### config.mk
export PLATFORM = sky130hd
export DESIGN_NAME = ow_translator
export DESIGN_NICKNAME = d
export VERILOG_FILES = /design/src/rtl/ow_pkg.sv /design/src/rtl/ow_regbank.sv /design/src/rtl/ow_window_fsm.sv /design/src/rtl/ow_xlate.sv /design/src/rtl/ow_translator.sv
export SDC_FILE = /design/constraint.sdc
export NUM_CORES = 1
export LEC_CHECK = 0
export ABC_AREA = 1
export BUFFER_PORTS_ARGS = -buffer_cell sky130_fd_sc_hd__buf_2
export CORE_MARGIN = 2
export CORE_UTILIZATION = 60
export DETAILED_ROUTE_END_ITERATION = 10
export PLACE_DENSITY = 0.81
export SYNTH_ARGS = -nofsm -noshare
export SYNTH_HDL_FRONTEND = slang
export SYNTH_SLANG_ARGS = --single-unit
### constraint.sdc
create_clock -name clk -period 6.15 [get_ports clk]
set_input_delay 1.23 -clock clk [delete_from_list [all_inputs] [get_ports clk]]
set_output_delay 1.23 -clock clk [all_outputs]
set_load 0.02 [all_outputs]
### src/rtl/ow_pkg.sv
package ow_pkg;

    localparam int CPU_AW  = 40;
    localparam int BUS_AW  = 64;
    localparam int REG_W   = 32;
    localparam int GRAN_W  = 20;
    localparam int SEL_W   = 3;

    typedef enum logic [1:0] {
        ST_EMPTY = 2'd0,
        ST_CHECK = 2'd1,
        ST_OPEN  = 2'd2,
        ST_BAD   = 2'd3
    } win_state_e;

    typedef enum logic [SEL_W-1:0] {
        SEL_BUS_LO   = 3'd0,
        SEL_BUS_HI   = 3'd1,
        SEL_CPU_PACK = 3'd2,
        SEL_CPU_SHI  = 3'd3,
        SEL_CPU_EHI  = 3'd4
    } reg_sel_e;

    localparam int SEL_COUNT = 5;

    typedef struct packed {
        logic [CPU_AW-1:0] base;
        logic [CPU_AW-1:0] limit;
    } cpu_win_t;

endpackage

### src/rtl/ow_regbank.sv
module ow_regbank
    import ow_pkg::*;
#(
    parameter int P_CPU_AW = CPU_AW,
    parameter int P_BUS_AW = BUS_AW,
    parameter int P_REG_W  = REG_W,
    parameter int P_GRAN_W = GRAN_W
) (
    input  logic                  clk,
    input  logic                  rst_n,
    input  logic                  wr_en,
    input  logic [SEL_W-1:0]      wr_sel,
    input  logic [P_REG_W-1:0]    wr_data,
    output logic [P_BUS_AW-1:0]   bus_base,
    output cpu_win_t              win,
    output logic                  win_touch
);
    localparam int NWORDS   = P_BUS_AW / P_REG_W;
    localparam int MID_W    = P_REG_W - P_GRAN_W;
    localparam int HI_W     = P_CPU_AW - P_REG_W;
    localparam int BASE_LSB = P_GRAN_W - 16;

    logic [MID_W-1:0] base_mid_q;
    logic [MID_W-1:0] lim_mid_q;
    logic [HI_W-1:0]  start_hi_q;
    logic [HI_W-1:0]  end_hi_q;

    generate
        for (genvar w = 0; w < NWORDS; w++) begin : g_bus_word
            logic [P_REG_W-1:0] word_q;
            always_ff @(posedge clk or negedge rst_n) begin
                if (!rst_n) begin
                    word_q <= '0;
                end else if (wr_en && wr_sel == SEL_W'(w)) begin
                    word_q <= wr_data;
                end
            end
            assign bus_base[w*P_REG_W +: P_REG_W] = word_q;
        end
    endgenerate

    always_ff @(posedge clk or negedge rst_n) begin
        if (!rst_n) begin
            base_mid_q <= '0;
            lim_mid_q  <= '0;
            start_hi_q <= '0;
            end_hi_q   <= '0;
        end else if (wr_en) begin
            if (wr_sel == SEL_CPU_PACK) begin
                base_mid_q <= wr_data[BASE_LSB +: MID_W];
                lim_mid_q  <= wr_data[P_GRAN_W +: MID_W];
            end
            if (wr_sel == SEL_CPU_SHI) start_hi_q <= wr_data[HI_W-1:0];
            if (wr_sel == SEL_CPU_EHI) end_hi_q   <= wr_data[HI_W-1:0];
        end
    end

    always_comb begin
        win.base  = {start_hi_q, base_mid_q, {P_GRAN_W{1'b0}}};
        win.limit = {end_hi_q,   lim_mid_q,  {P_GRAN_W{1'b1}}};
        win_touch = wr_en && (wr_sel == SEL_CPU_PACK || wr_sel == SEL_CPU_SHI ||
                              wr_sel == SEL_CPU_EHI);
    end

    // unused select codes leave every register untouched
    p_ignored_sel_r2: assert property (@(posedge clk) disable iff (!rst_n)
        (wr_en && wr_sel >= SEL_W'(SEL_COUNT)) |=>
            ($stable(bus_base) && $stable(win)));

    // a bus-base write leaves the CPU-side window fields alone
    p_bus_write_keeps_win_r11: assert property (@(posedge clk) disable iff (!rst_n)
        (wr_en && wr_sel < SEL_W'(NWORDS)) |=> $stable(win));

endmodule

### src/rtl/ow_window_fsm.sv
module ow_window_fsm
    import ow_pkg::*;
(
    input  logic     clk,
    input  logic     rst_n,
    input  logic     win_touch,
    input  cpu_win_t win,
    output logic     win_open
);
    win_state_e state_q;
    win_state_e state_d;

    always_ff @(posedge clk or negedge rst_n) begin
        if (!rst_n) state_q <= ST_EMPTY;
        else        state_q <= state_d;
    end

    always_comb begin
        state_d = state_q;
        unique case (state_q)
            ST_EMPTY: if (win_touch) state_d = ST_CHECK;
            ST_CHECK: begin
                if (win_touch)                  state_d = ST_CHECK;
                else if (win.limit >= win.base) state_d = ST_OPEN;
                else                            state_d = ST_BAD;
            end
            ST_OPEN:  if (win_touch) state_d = ST_CHECK;
            ST_BAD:   if (win_touch) state_d = ST_CHECK;
        endcase
    end

    always_comb begin
        win_open = 1'b0;
        unique case (state_q)
            ST_EMPTY: win_open = 1'b0;
            ST_CHECK: win_open = 1'b0;
            ST_OPEN:  win_open = 1'b1;
            ST_BAD:   win_open = 1'b0;
        endcase
    end

    // a window-field write always lands in the check state
    p_touch_to_check_r9: assert property (@(posedge clk) disable iff (!rst_n)
        win_touch |=> (state_q == ST_CHECK));

    // the check state resolves once writes stop
    p_check_resolves_r9: assert property (@(posedge clk) disable iff (!rst_n)
        (state_q == ST_CHECK && !win_touch) |=>
            (state_q == ST_OPEN || state_q == ST_BAD));

    // an open window is never reversed
    p_open_ordered_r10: assert property (@(posedge clk) disable iff (!rst_n)
        (state_q == ST_OPEN) |-> (win.limit >= win.base));

endmodule

### src/rtl/ow_xlate.sv
module ow_xlate
    import ow_pkg::*;
#(
    parameter int P_CPU_AW = CPU_AW,
    parameter int P_BUS_AW = BUS_AW
) (
    input  logic                clk,
    input  logic                rst_n,
    input  logic                req_valid,
    input  logic [P_CPU_AW-1:0] req_addr,
    input  logic                win_open,
    input  cpu_win_t            win,
    input  logic [P_BUS_AW-1:0] bus_base,
    output logic                rsp_valid,
    output logic                rsp_hit,
    output logic [P_BUS_AW-1:0] rsp_bus_addr
);
    localparam int EXT_W = P_BUS_AW - P_CPU_AW;

    logic                above_base;
    logic                below_limit;
    logic                hit_d;
    logic [P_CPU_AW-1:0] offset;
    logic [P_BUS_AW-1:0] xlated;

    always_comb begin
        above_base  = req_addr >= win.base;
        below_limit = req_addr <= win.limit;
        hit_d       = req_valid && win_open && above_base && below_limit;
        offset      = req_addr - win.base;
        xlated      = bus_base + {{EXT_W{1'b0}}, offset};
    end

    always_ff @(posedge clk or negedge rst_n) begin
        if (!rst_n) begin
            rsp_valid    <= 1'b0;
            rsp_hit      <= 1'b0;
            rsp_bus_addr <= '0;
        end else begin
            rsp_valid    <= req_valid;
            rsp_hit      <= hit_d;
            rsp_bus_addr <= hit_d ? xlated : '0;
        end
    end

    // response follows the request by one cycle
    p_rsp_follows_r7: assert property (@(posedge clk) disable iff (!rst_n)
        req_valid |=> rsp_valid);
    p_rsp_quiet_r7: assert property (@(posedge clk) disable iff (!rst_n)
        !req_valid |=> !rsp_valid);

    // a miss carries a zero address
    p_miss_zero_r8: assert property (@(posedge clk) disable iff (!rst_n)
        !rsp_hit |-> (rsp_bus_addr == '0));

    // a closed window never yields a hit
    p_closed_no_hit_r10: assert property (@(posedge clk) disable iff (!rst_n)
        !win_open |=> !rsp_hit);

    // a hit came from an address inside the window
    p_hit_in_range_r5: assert property (@(posedge clk) disable iff (!rst_n)
        rsp_hit |-> ($past(req_addr) >= $past(win.base) &&
                     $past(req_addr) <= $past(win.limit)));

endmodule

### src/rtl/ow_translator.sv
module ow_translator
    import ow_pkg::*;
(
    input  logic              clk,
    input  logic              rst_n,
    input  logic              cfg_wr_en,
    input  logic [SEL_W-1:0]  cfg_sel,
    input  logic [REG_W-1:0]  cfg_wdata,
    input  logic              req_valid,
    input  logic [CPU_AW-1:0] req_addr,
    output logic              rsp_valid,
    output logic              rsp_hit,
    output logic [BUS_AW-1:0] rsp_bus_addr
);
    logic [BUS_AW-1:0] bus_base;
    cpu_win_t          win;
    logic              win_touch;
    logic              win_open;

    ow_regbank #(
        .P_CPU_AW (CPU_AW),
        .P_BUS_AW (BUS_AW),
        .P_REG_W  (REG_W),
        .P_GRAN_W (GRAN_W)
    ) u_regs (
        .clk       (clk),
        .rst_n     (rst_n),
        .wr_en     (cfg_wr_en),
        .wr_sel    (cfg_sel),
        .wr_data   (cfg_wdata),
        .bus_base  (bus_base),
        .win       (win),
        .win_touch (win_touch)
    );

    ow_window_fsm u_fsm (
        .clk       (clk),
        .rst_n     (rst_n),
        .win_touch (win_touch),
        .win       (win),
        .win_open  (win_open)
    );

    ow_xlate #(
        .P_CPU_AW (CPU_AW),
        .P_BUS_AW (BUS_AW)
    ) u_xlate (
        .clk          (clk),
        .rst_n        (rst_n),
        .req_valid    (req_valid),
        .req_addr     (req_addr),
        .win_open     (win_open),
        .win          (win),
        .bus_base     (bus_base),
        .rsp_valid    (rsp_valid),
        .rsp_hit      (rsp_hit),
        .rsp_bus_addr (rsp_bus_addr)
    );

endmodule

==> results of run 1 <==
==> metal layers <==
metal  track usage, %  vias up  part of all wire [%]
met1             49.6     6082                    41
met5                0        -                     0
li1                 -     6436                     -
met3             6.83      140                   8.1
met2             61.8      556                    45
met4             20.3        0                   6.2
==> kinds of logic (layout without fill, tap and decap cells) <==
family                     Yosys count  in the layout  share of synthesized area [%]
AOI/OAI and AO/OA                  222            222                           8.80
xor gates and xnor gates            46             46                           3.08
adders and majority gates          105            105                           10.2
buffers and inverters              426            580                           12.6
DFF                                172            172                           32.9
and+or+nand+nor                   1045           1045                           32.4
==> worst reg2reg max path: stages (launching register included) <==
cell	delay, ns
dfrtp_1	0.41
ha_1	0.24
fa_1	0.45
o21ai_1	0.34
a21oi_1	0.17
o21ai_0	0.40
xor2_1	0.13
ha_1	0.47
nand2_1	0.16
nor2_1	0.15
inv_1	0.07
nor2_1	0.27
nand2_1	0.14
inv_1	0.08
nand2_1	0.05
nand2_1	0.11
xnor2_1	0.08
nor2_1	0.23
==> state kept, by name, indices dropped and copies added (netlist names) <==
signal and count:
u_xlate.rsp_bus_addr 64, u_regs.base_mid_q 12, u_xlate.rsp_valid 1, u_regs.lim_mid_q 12
u_xlate.rsp_hit 1, u_regs.end_hi_q 8, u_regs.g_bus_word.word_q 64, u_regs.start_hi_q 8
u_fsm.state_q 2
==> power breakdown <==
part	leakage [nW]	internal (W)	switching (W)
clock	0.286	0.000565	0.000556
combinational	6.08	0.000760	0.00162
sequential	2.25	0.00129	0.000176
==> cells in the final DEF (no fill, tap or decap), types with 4 or more instances in the layout <==
| cell type | instances |
|---|---|
| ha_1 | 103 |
| o21bai_1 | 5 |
| nor3_2 | 4 |
| dfrtp_1 | 172 |
| xor2_1 | 10 |
| o21ai_0 | 124 |
| a21oi_1 | 80 |
| nor2_2 | 24 |
| clkbuf_16 | 17 |
| nand2_1 | 679 |
| inv_6 | 5 |
| nand3_1 | 87 |
| nand3b_1 | 6 |
| nand4_1 | 13 |
| a21o_1 | 4 |
| buf_2 | 143 |
| xnor2_1 | 36 |
| nor3_1 | 19 |
| nor2_1 | 201 |
| inv_1 | 397 |
| clkinv_8 | 4 |
==> path summary, 6_finish.rpt <==
kind	start	endpoint	slack (ns)	cells past startpoint
worst max-delay path	req_addr[20]	u_xlate.rsp_bus_addr[31]	1.58	19
worst min-delay path	u_fsm.state_q[0]	u_fsm.state_q[0]	0.48	2
worst max register to register	u_regs.base_mid_q[0]	u_xlate.rsp_bus_addr[31]	2.08	17
worst min register to register	u_fsm.state_q[0]	u_fsm.state_q[0]	0.48	2
max in group asynchronous	rst_n	u_regs.base_mid_q[9]	4.25	2
min in group asynchronous	rst_n	u_xlate.rsp_bus_addr[7]	0.68	1
==> through the flow <==
stage,setup slack (ns),cells,hold slack [ns]
after CTS,1.70,2450,0.484
after global routing,1.33,2450,0.513
after global placement,1.27,2418,0.454
after floorplan,1.99,2016,0.441
after detailed placement,1.25,2418,0.466
final,1.58,2450,0.483
==> layout make-up <==
type / count / share of cell area (%)
Multi-Input combinational cell: 1418 / 48.7
Sequential cell: 172 / 29.4
Inverter: 401 / 10.3
Timing Repair Buffer: 147 / 5.12
Clock buffer: 19 / 3.10
Tap cell: 280 / 2.39
Clock inverter: 13 / 1.00
==> run summary, run 1 <==
worst skew pair latency -> 0.45 ns
Util after Layout -> 67.7%
overall power -> 0.00496 W
outcome -> complete, no violations
Worst path max stage delay -> 0.47 ns
unrepaired setup endpoints after global routing -> no
Antenna Diode Count -> 0
die span in y -> 152 µm
hold buffer count at cts -> 0
Final nets -> 2341
final RePlAce weighted congestion -> 1.05
worst min-delay path category -> flop to flop
Die ar. -> 23000 µm²
Clock Path Buffers -> 2
endpoints failing hold -> 0
Yosys top cell area share -> 32.9%
initial antenna violation count -> 0
total negative slack -> 0 ns
vias in the first global route -> 12400
placed cell areas -> 14000 µm²
drt first pass iters -> 5
Finish-stage setup viols -> 0
DR iter-0 viols -> 1272
cell mode on critical path -> nand2_1
first-pass GRT wire length -> 66000 µm
cell row count -> 54
synthesized area per cell -> 6.48 µm²
via count -> 13200
number of synthesized flops with an enable pin -> 0
Leakage -> 8.61 nW
Primary FF master, synth -> dfrtp_1
drt wl/cell -> 17.6 µm
post-cts resize count -> 0
global route total overflow -> 0
cell count after synthesis -> 2016
Die W -> 152 µm
Crit. End Element -> flop
crit-path leading delay family -> adder cells
H-tree Lvls -> 4
Post-CTS Setup Repair Bufs -> 0
CP Data Required Time -> 6.49 ns
worst clock skew -> 0.0147 ns
cell area after synthesis -> 13100 µm²
Total GRT Usage -> 38.5%
IO Count -> 145
pins over their slew limit -> 0
Worst Path Max Fanout -> 5
synthesized flop and latch total -> 172
Core ar. -> 21600 µm²
final design area excluding fillers -> 14600 µm²
Register Area -> 4300 µm²
clock period minus worst slack -> 4.57 ns
sequential fraction of the synthesis area -> 32.9%
Netlist cell types -> 37
worst path cell trace -> buf_2, inv_1, ha_1, fa_1, o21ai_1, a21oi_1, o21ai_0, xor2_1, ha_1, nand2_1, nor2_1, inv_1, nor2_1, nand2_1, inv_1, nand2_1, nand2_1, xnor2_1, nor2_1
fill cell count -> 1964
layout cells sized above 1 -> 10.0%
Arrival @ worst endpoint -> 4.91 ns
startpoint types -> input pin
maxcap violations -> 0
CTS Buf Count -> 17
post-DP HPWL -> 35500 µm
Routed WL -> 43100 µm
PortBufs -> 144
ys async rst share -> 100%
CTS root buffer -> clkbuf_16
count leader, synth -> nand2_1
Starting Density -> 60.5%
CTS tree -> built
clk slew on worst S/H paths -> 0.08 ns
Fmax achieved -> 0.219 GHz
cell type with the largest total area after synthesis -> dfrtp_1
Syn. warnings -> 0
Period Utilization, post-route -> 74.4%
DRC viols -> 0
Worst Tran Pin Value -> 1.04 ns
Critical-path top delay cell -> ha_1
Synth Net Count -> 2200
Detail Route Antenna Nets -> 0
area of the multi-input gates -> 7120 µm²
clock tree sinks -> 172
Vias/cell -> 5.39
largest cells by area after synthesis -> dfrtp_1, nand2_1, inv_1
Cell Pwr Density -> 339 nW/µm²
Crit path buffers/inverters -> 4
Area Growth Syn to Fin -> 11.9%
Max-slew headroom -> 30.3%
largest net degree at the start of global routing -> 66
Max VDD drop -> 0.200 mV
Setup CP Type -> input pin to flop
Commonest cells post-synth -> nand2_1, inv_1, nor2_1
No activity file was read; power rests on OpenSTA's default activity.
==> run 2, diff against run 1 <==
Clock period 6.15 ns to 4.6 ns, I/O delays scaled along.
==> run 2 against run 1 <==
Effect of this change:
- hold slack worse by 0.0080 ns
- clock power up 37%
- routed wire length up 0.22%
- register-to-register slack worse by 1.3 ns
- non-clock buffer count up 7
==> run summary, run 2 (synthesis results as in run 1) <==
H-tree Lvls -> 4 (unchanged)
cell row count -> 54 (unchanged)
unrepaired setup endpoints after global routing -> no (unchanged)
drt first pass iters -> 6 (was 5)
Cell Pwr Density -> 456 nW/µm² (was 339 nW/µm²)
Hold WS -> 0.475 ns (was 0.483 ns)
Vias/cell -> 5.39 (about the same)
area of the multi-input gates -> 7120 µm² (unchanged)
Die ar. -> 23000 µm² (unchanged)
CP Data Required Time -> 4.92 ns (was 6.49 ns)
clock share of power -> 22.8% (was 22.6%)
Fmax achieved -> 0.248 GHz
hold buffer count at cts -> 0 (unchanged)
setup slack, reg-to-reg -> 0.76 ns (was 2.08 ns)
die span in y -> 152 µm (unchanged)
Worst Tran Pin Value -> 1.06 ns (was 1.04 ns)
final RePlAce weighted congestion -> 1.04 (was 1.05)
part of the power in registers -> 29.1% (was 29.5%)
Pint -> 0.00350 W (was 0.00261 W)
first-pass GRT wire length -> 66900 µm (was 66000 µm)
Starting Density -> 60.5% (unchanged)
Final nets -> 2348 (was 2341)
Comb pwr share -> 48.1% (was 47.9%)
R2R depth -> 17 (unchanged)
post-cts resize count -> 0 (unchanged)
vias in the first global route -> 12600 (was 12400)
CTS root buffer -> clkbuf_16 (unchanged)
worst skew pair latency -> 0.46 ns (was 0.45 ns)
Detail Route Antenna Nets -> 0 (unchanged)
total negative slack -> 0 ns (unchanged)
Arrival @ worst endpoint -> 4.36 ns (was 4.91 ns)
most common cell after layout, fill and taps aside -> nand2_1 (unchanged)
Register Area -> 4300 µm² (unchanged)
clk slew on worst S/H paths -> 0.08 ns (about the same)
via count -> 13200 (about the same)
Worst Setup EP -> u_xlate.rsp_bus_addr[31] (unchanged)
IO Count -> 145 (unchanged)
Worst Path Max Fanout -> 5 (unchanged)
clock tree sinks -> 172 (unchanged)
Area Growth Syn to Fin -> 12.6% (was 11.9%)
worst clock skew -> 0.0137 ns (was 0.0147 ns)
endpoints failing hold -> 0 (unchanged)
PortBufs -> 144 (unchanged)
Switch Pwr -> 0.00321 W (was 0.00235 W)
layout cells sized above 1 -> 10.3% (was 10.0%)
Max VDD drop -> 0.308 mV (was 0.200 mV)
Core ar. -> 21600 µm² (unchanged)
worst min-delay path category -> input pin to async pin (was flop to flop)
pins over their slew limit -> 0 (unchanged)
Die W -> 152 µm (unchanged)
DRC viols -> 0 (unchanged)
CTS Buf Count -> 17 (unchanged)
Routed WL -> 43200 µm (was 43100 µm)
initial antenna violation count -> 0 (unchanged)
DP Cell Count -> 2425 (was 2418)
commonest non-fill, non-tap cells in the layout -> nand2_1, inv_1, nor2_1 (unchanged)
switching share of total power -> 47.8% (was 47.4%)
Crit. End Element -> flop (unchanged)
drt wl/cell -> 17.6 µm (about the same)
largest net degree at the start of global routing -> 80 (was 66)
Period Utilization, post-route -> 87.8%
Reg-to-Reg End -> u_xlate.rsp_bus_addr[31] (unchanged)
clock period minus worst slack -> 4.04 ns
maxcap violations -> 0 (unchanged)
Regs by FF count -> u_regs.g_bus_word.word_q: 64 flops, u_xlate.rsp_bus_addr: 64 flops (unchanged)
Critical Path Start -> req_addr[20] (unchanged)
Post-CTS Setup Repair Bufs -> 0 (unchanged)
Clock Path Buffers -> 2 (unchanged)
Finish-stage setup viols -> 0 (unchanged)
Setup CP Type -> input pin to flop (unchanged)
Max-slew headroom -> 29.1% (was 30.3%)
global route total overflow -> 0 (unchanged)
CTS tree -> built (unchanged)
outcome -> complete, no violations (unchanged)
non-filler instance count after layout -> 2457 (was 2450)
Leakage -> 8.66 nW (was 8.61 nW)
post-DP HPWL -> 35300 µm (was 35500 µm)
DR iter-0 viols -> 1167 (was 1272)
Total GRT Usage -> 38.9% (was 38.5%)
Worst R2R Start -> u_regs.base_mid_q[0] (unchanged)
startpoint types -> input pin (unchanged)
Antenna Diode Count -> 0 (unchanged)
fill cell count -> 1939 (was 1964)
## run 2: per-stage QoR
step           power (W)  instance area [µm²]  setup WS [ns]  utilization, %
3_5_place_dp     0.00510                14100          0.175            65.2
5_1_grt          0.00714                14700          0.103            68.1
3_3_place_gp     0.00505                14100          0.113            65.2
6_report         0.00671                14700          0.563            68.1
2_1_floorplan    0.00403                13100          0.749               -
4_1_cts          0.00663                14700          0.614            68.1
## run 2: worst min-delay path by stage
stage / from / end
3_5_place_dp: u_regs.lim_mid_q[0] / u_regs.lim_mid_q[0]
5_1_grt: u_regs.lim_mid_q[0] / u_regs.lim_mid_q[0]
4_1_cts: u_regs.lim_mid_q[0] / u_regs.lim_mid_q[0]
3_3_place_gp: u_fsm.state_q[0] / u_fsm.state_q[0]
6_report: rst_n / u_xlate.rsp_bus_addr[8]
2_1_floorplan: u_fsm.state_q[0] / u_fsm.state_q[0]
## run 2: worst max-delay path, cell delays in order
cell	delay (ns)
buf_2	0.10
inv_1	0.04
ha_1	0.23
fa_1	0.44
o21ai_1	0.31
a21oi_1	0.16
o21ai_0	0.28
xor2_1	0.11
ha_1	0.47
nand2_1	0.17
nor2_1	0.15
inv_1	0.07
nor2_1	0.25
nand2_1	0.14
inv_1	0.07
nand2_1	0.05
nand2_1	0.11
xnor2_1	0.20
nor2_1	0.09
## run 2: area by class of cell
type	instances	share of cell area, %
Timing Repair Buffer	154	5.45
Clock inverter	15	1.39
Clock buffer	17	2.89
Multi-Input combinational cell	1418	48.4
Sequential cell	172	29.2
Tap cell	280	2.38
Inverter	401	10.2
## run 2: per-layer routing
layer	up-vias	track usage, %	routed length [µm]	part of all wire [%]
met5	-	0	0	0
met4	0	18.3	2170	5.0
met3	118	6.26	3490	8.1
met2	594	64.8	20100	46
met1	6072	49.6	17500	41
li1	6459	-	-	-
## run 2: power groups by stage
stage	clock network (W)	registers, W	logic, W
after global placement	0	0.00196	0.00309
after floorplan	0	0.00190	0.00213
after CTS	0.00153	0.00194	0.00316
after detailed placement	0	0.00197	0.00313
final	0.00153	0.00195	0.00323
after global routing	0.00160	0.00197	0.00357
==> run 3, diff against run 2 <==
Settings changed: CORE_UTILIZATION 60 to 55, MAX_ROUTING_LAYER from default to met4, PLACE_DENSITY 0.81 to 0.76.
==> run 3 against run 2 <==
Effect of this change:
- clock power fell by 4%
- worst setup slack got worse by 0.060 ns
- hold slack improved by 0.0013 ns
- core utilization fell by 5.1 points
- flip-flop and latch count did not move
- power fell by 0.33%
- global-route usage fell by 1.1 points
- clock skew rose by 0.0023 ns
- critical path depth fell by 1
- non-clock buffer count did not move
- largest cell class unchanged
==> run summary, run 3 (synthesis results as in run 1) <==
outcome -> complete, no violations (unchanged)
Die ar. -> 25000 µm² (was 23000 µm²)
met2 WL -> 20600 µm (was 20100 µm)
worst min-delay path category -> flop to flop (was input pin to async pin)
drt wl/cell -> 17.7 µm (was 17.6 µm)
Finish-stage setup viols -> 0 (unchanged)
clk slew on worst S/H paths -> 0.08 ns (about the same)
Crit. End Element -> flop (unchanged)
unrepaired setup endpoints after global routing -> no (unchanged)
worst skew pair latency -> 0.45 ns (was 0.46 ns)
post-cts resize count -> 0 (unchanged)
Period Utilization, post-route -> 89.1% (was 87.8%)
Final nets -> 2348 (unchanged)
worst clock skew -> 0.0160 ns (was 0.0137 ns)
Starting Density -> 55.9% (was 60.5%)
layout cells sized above 1 -> 10.2% (was 10.3%)
largest net degree at the start of global routing -> 88 (was 80)
met3 wire len -> 2850 µm (was 3490 µm)
cell row count -> 56 (was 54)
non-filler instance count after layout -> 2496 (was 2457)
Leakage -> 8.65 nW (was 8.66 nW)
startpoint types -> input pin (unchanged)
DP Cell Count -> 2464 (was 2425)
slack of the critical path -> 0.503 ns (was 0.563 ns)
clock period minus worst slack -> 4.10 ns (was 4.04 ns)
Core ar. -> 23400 µm² (was 21600 µm²)
Arrival @ worst endpoint -> 4.40 ns (was 4.36 ns)
vias in the first global route -> 12300 (was 12600)
Cell Pwr Density -> 455 nW/µm² (was 456 nW/µm²)
initial antenna violation count -> 0 (unchanged)
via count -> 13000 (was 13200)
Total GRT Usage -> 37.8% (was 38.9%)
Worst Tran Pin Value -> 0.815 ns (was 1.06 ns)
most common cell after layout, fill and taps aside -> nand2_1 (unchanged)
global route total overflow -> 0 (unchanged)
CP Data Required Time -> 4.90 ns (was 4.92 ns)
Pint -> 0.00349 W (was 0.00350 W)
Top Metal Used -> met4 (unchanged)
part of the power in registers -> 29.3% (was 29.1%)
Hold WS -> 0.476 ns (was 0.475 ns)
hold buffer count at cts -> 0 (unchanged)
IO Count -> 145 (unchanged)
Max VDD drop -> 0.231 mV (was 0.308 mV)
drt first pass iters -> 7 (was 6)
final RePlAce weighted congestion -> 1.08 (was 1.04)
first-pass GRT wire length -> 68100 µm (was 66900 µm)
Switch Pwr -> 0.00321 W (about the same)
pins over their slew limit -> 0 (unchanged)
clock tree sinks -> 172 (unchanged)
Max-slew headroom -> 45.6% (was 29.1%)
DRC viols -> 0 (unchanged)
Area Growth Syn to Fin -> 12.6% (about the same)
overall power -> 0.00669 W (was 0.00671 W)
H-tree Lvls -> 4 (unchanged)
CTS Buf Count -> 17 (unchanged)
CTS tree -> built (unchanged)
die span in y -> 158 µm (was 152 µm)
Die W -> 158 µm (was 152 µm)
Clock Path Buffers -> 2 (unchanged)
CTS root buffer -> clkbuf_16 (unchanged)
Vias/cell -> 5.23 (was 5.39)
total negative slack -> 0 ns (unchanged)
Fmax achieved -> 0.244 GHz (was 0.248 GHz)
wl on met1 -> 19100 µm (was 17500 µm)
commonest non-fill, non-tap cells in the layout -> nand2_1, inv_1, nor2_1 (unchanged)
Antenna Diode Count -> 0 (unchanged)
switching share of total power -> 47.9% (was 47.8%)
endpoints failing hold -> 0 (unchanged)
Detail Route Antenna Nets -> 0 (unchanged)
Routed WL -> 44300 µm (was 43200 µm)
Post-CTS Setup Repair Bufs -> 0 (unchanged)
Worst Path Max Fanout -> 4 (was 5)
DR iter-0 viols -> 1027 (was 1167)
worst slack at placement -> 0.191 ns (was 0.175 ns)
PortBufs -> 144 (unchanged)
clock share of power -> 22.0% (was 22.8%)
Setup CP Type -> input pin to flop (unchanged)
post-DP HPWL -> 36300 µm (was 35300 µm)
Comb pwr share -> 48.7% (was 48.1%)
Regs by FF count -> u_regs.g_bus_word.word_q: 64 flops, u_xlate.rsp_bus_addr: 64 flops (unchanged)
maxcap violations -> 0 (unchanged)
## run 3: cell types whose count changed in the layout (fill, tap and decap cells not counted)
cell      before  now
clkinv_8       7    3
clkinv_4       1    3
inv_12         2    0
buf_12         0    1
buf_4         10    9
clkbuf_1       0    1
clkinv_2       0    1
inv_6          3    4
inv_8          2    3
nand2_1      679  680
nand2_2        3    2
## run 3: path summary, 6_finish.rpt
kind,start,to,slack [ns],cells after the start
setup / recovery,req_addr[20],u_xlate.rsp_bus_addr[32],0.50,18
hold / removal,u_fsm.state_q[0],u_fsm.state_q[0],0.48,2
setup reg to reg,u_regs.base_mid_q[0],u_xlate.rsp_bus_addr[32],0.70,16
hold reg to reg,u_fsm.state_q[0],u_fsm.state_q[0],0.48,2
max in group asynchronous,rst_n,u_regs.g_bus_word[1].word_q[23],3.08,2
min in group asynchronous,rst_n,u_xlate.rsp_bus_addr[8],0.55,1
## run 3: cell type report
type | instances | area (µm²)
clock inverters | 14 | 149
clock buffers | 18 | 429
repair buffers | 154 | 815
well taps | 319 | 399
inverters | 401 | 1510
flip-flops and latches | 172 | 4300
fillers | 2297 | 8680
multi-input cells | 1418 | 7120
## run 3: power by group through the flow
stage	logic, W	clock network, W	registers [W]
6_report	0.00326	0.00147	0.00196
5_1_grt	0.00361	0.00154	0.00197
4_1_cts	0.00319	0.00148	0.00195
2_1_floorplan	0.00213	0	0.00190
3_5_place_dp	0.00317	0	0.00198
3_3_place_gp	0.00315	0	0.00197
## run 3: through the flow
step / instance area (µm²) / utilization, %
2_1_floorplan: 13100 / -
3_3_place_gp: 14100 / 60.4
3_5_place_dp: 14100 / 60.4
4_1_cts: 14700 / 62.9
5_1_grt: 14700 / 62.9
6_report: 14700 / 62.9
## run 3: per-layer routing
metal / global-route usage, % / up-vias
li1: - / 6454
met5: - / -
met1: 48.7 / 6060
met3: 4.93 / 83
met2: 61.1 / 450
met4: 13.9 / 0
## run 3: worst max-delay path, stage by stage
cell	delay [ns]
buf_2	0.09
inv_1	0.04
ha_1	0.23
fa_1	0.43
o21ai_1	0.25
a21oi_1	0.15
o21ai_0	0.29
xor2_1	0.22
ha_1	0.38
nand2_1	0.20
inv_1	0.05
nand2_1	0.06
nand2_1	0.14
a21oi_1	0.23
nand2_1	0.12
a21oi_1	0.24
xor2_1	0.26
nor2_1	0.07
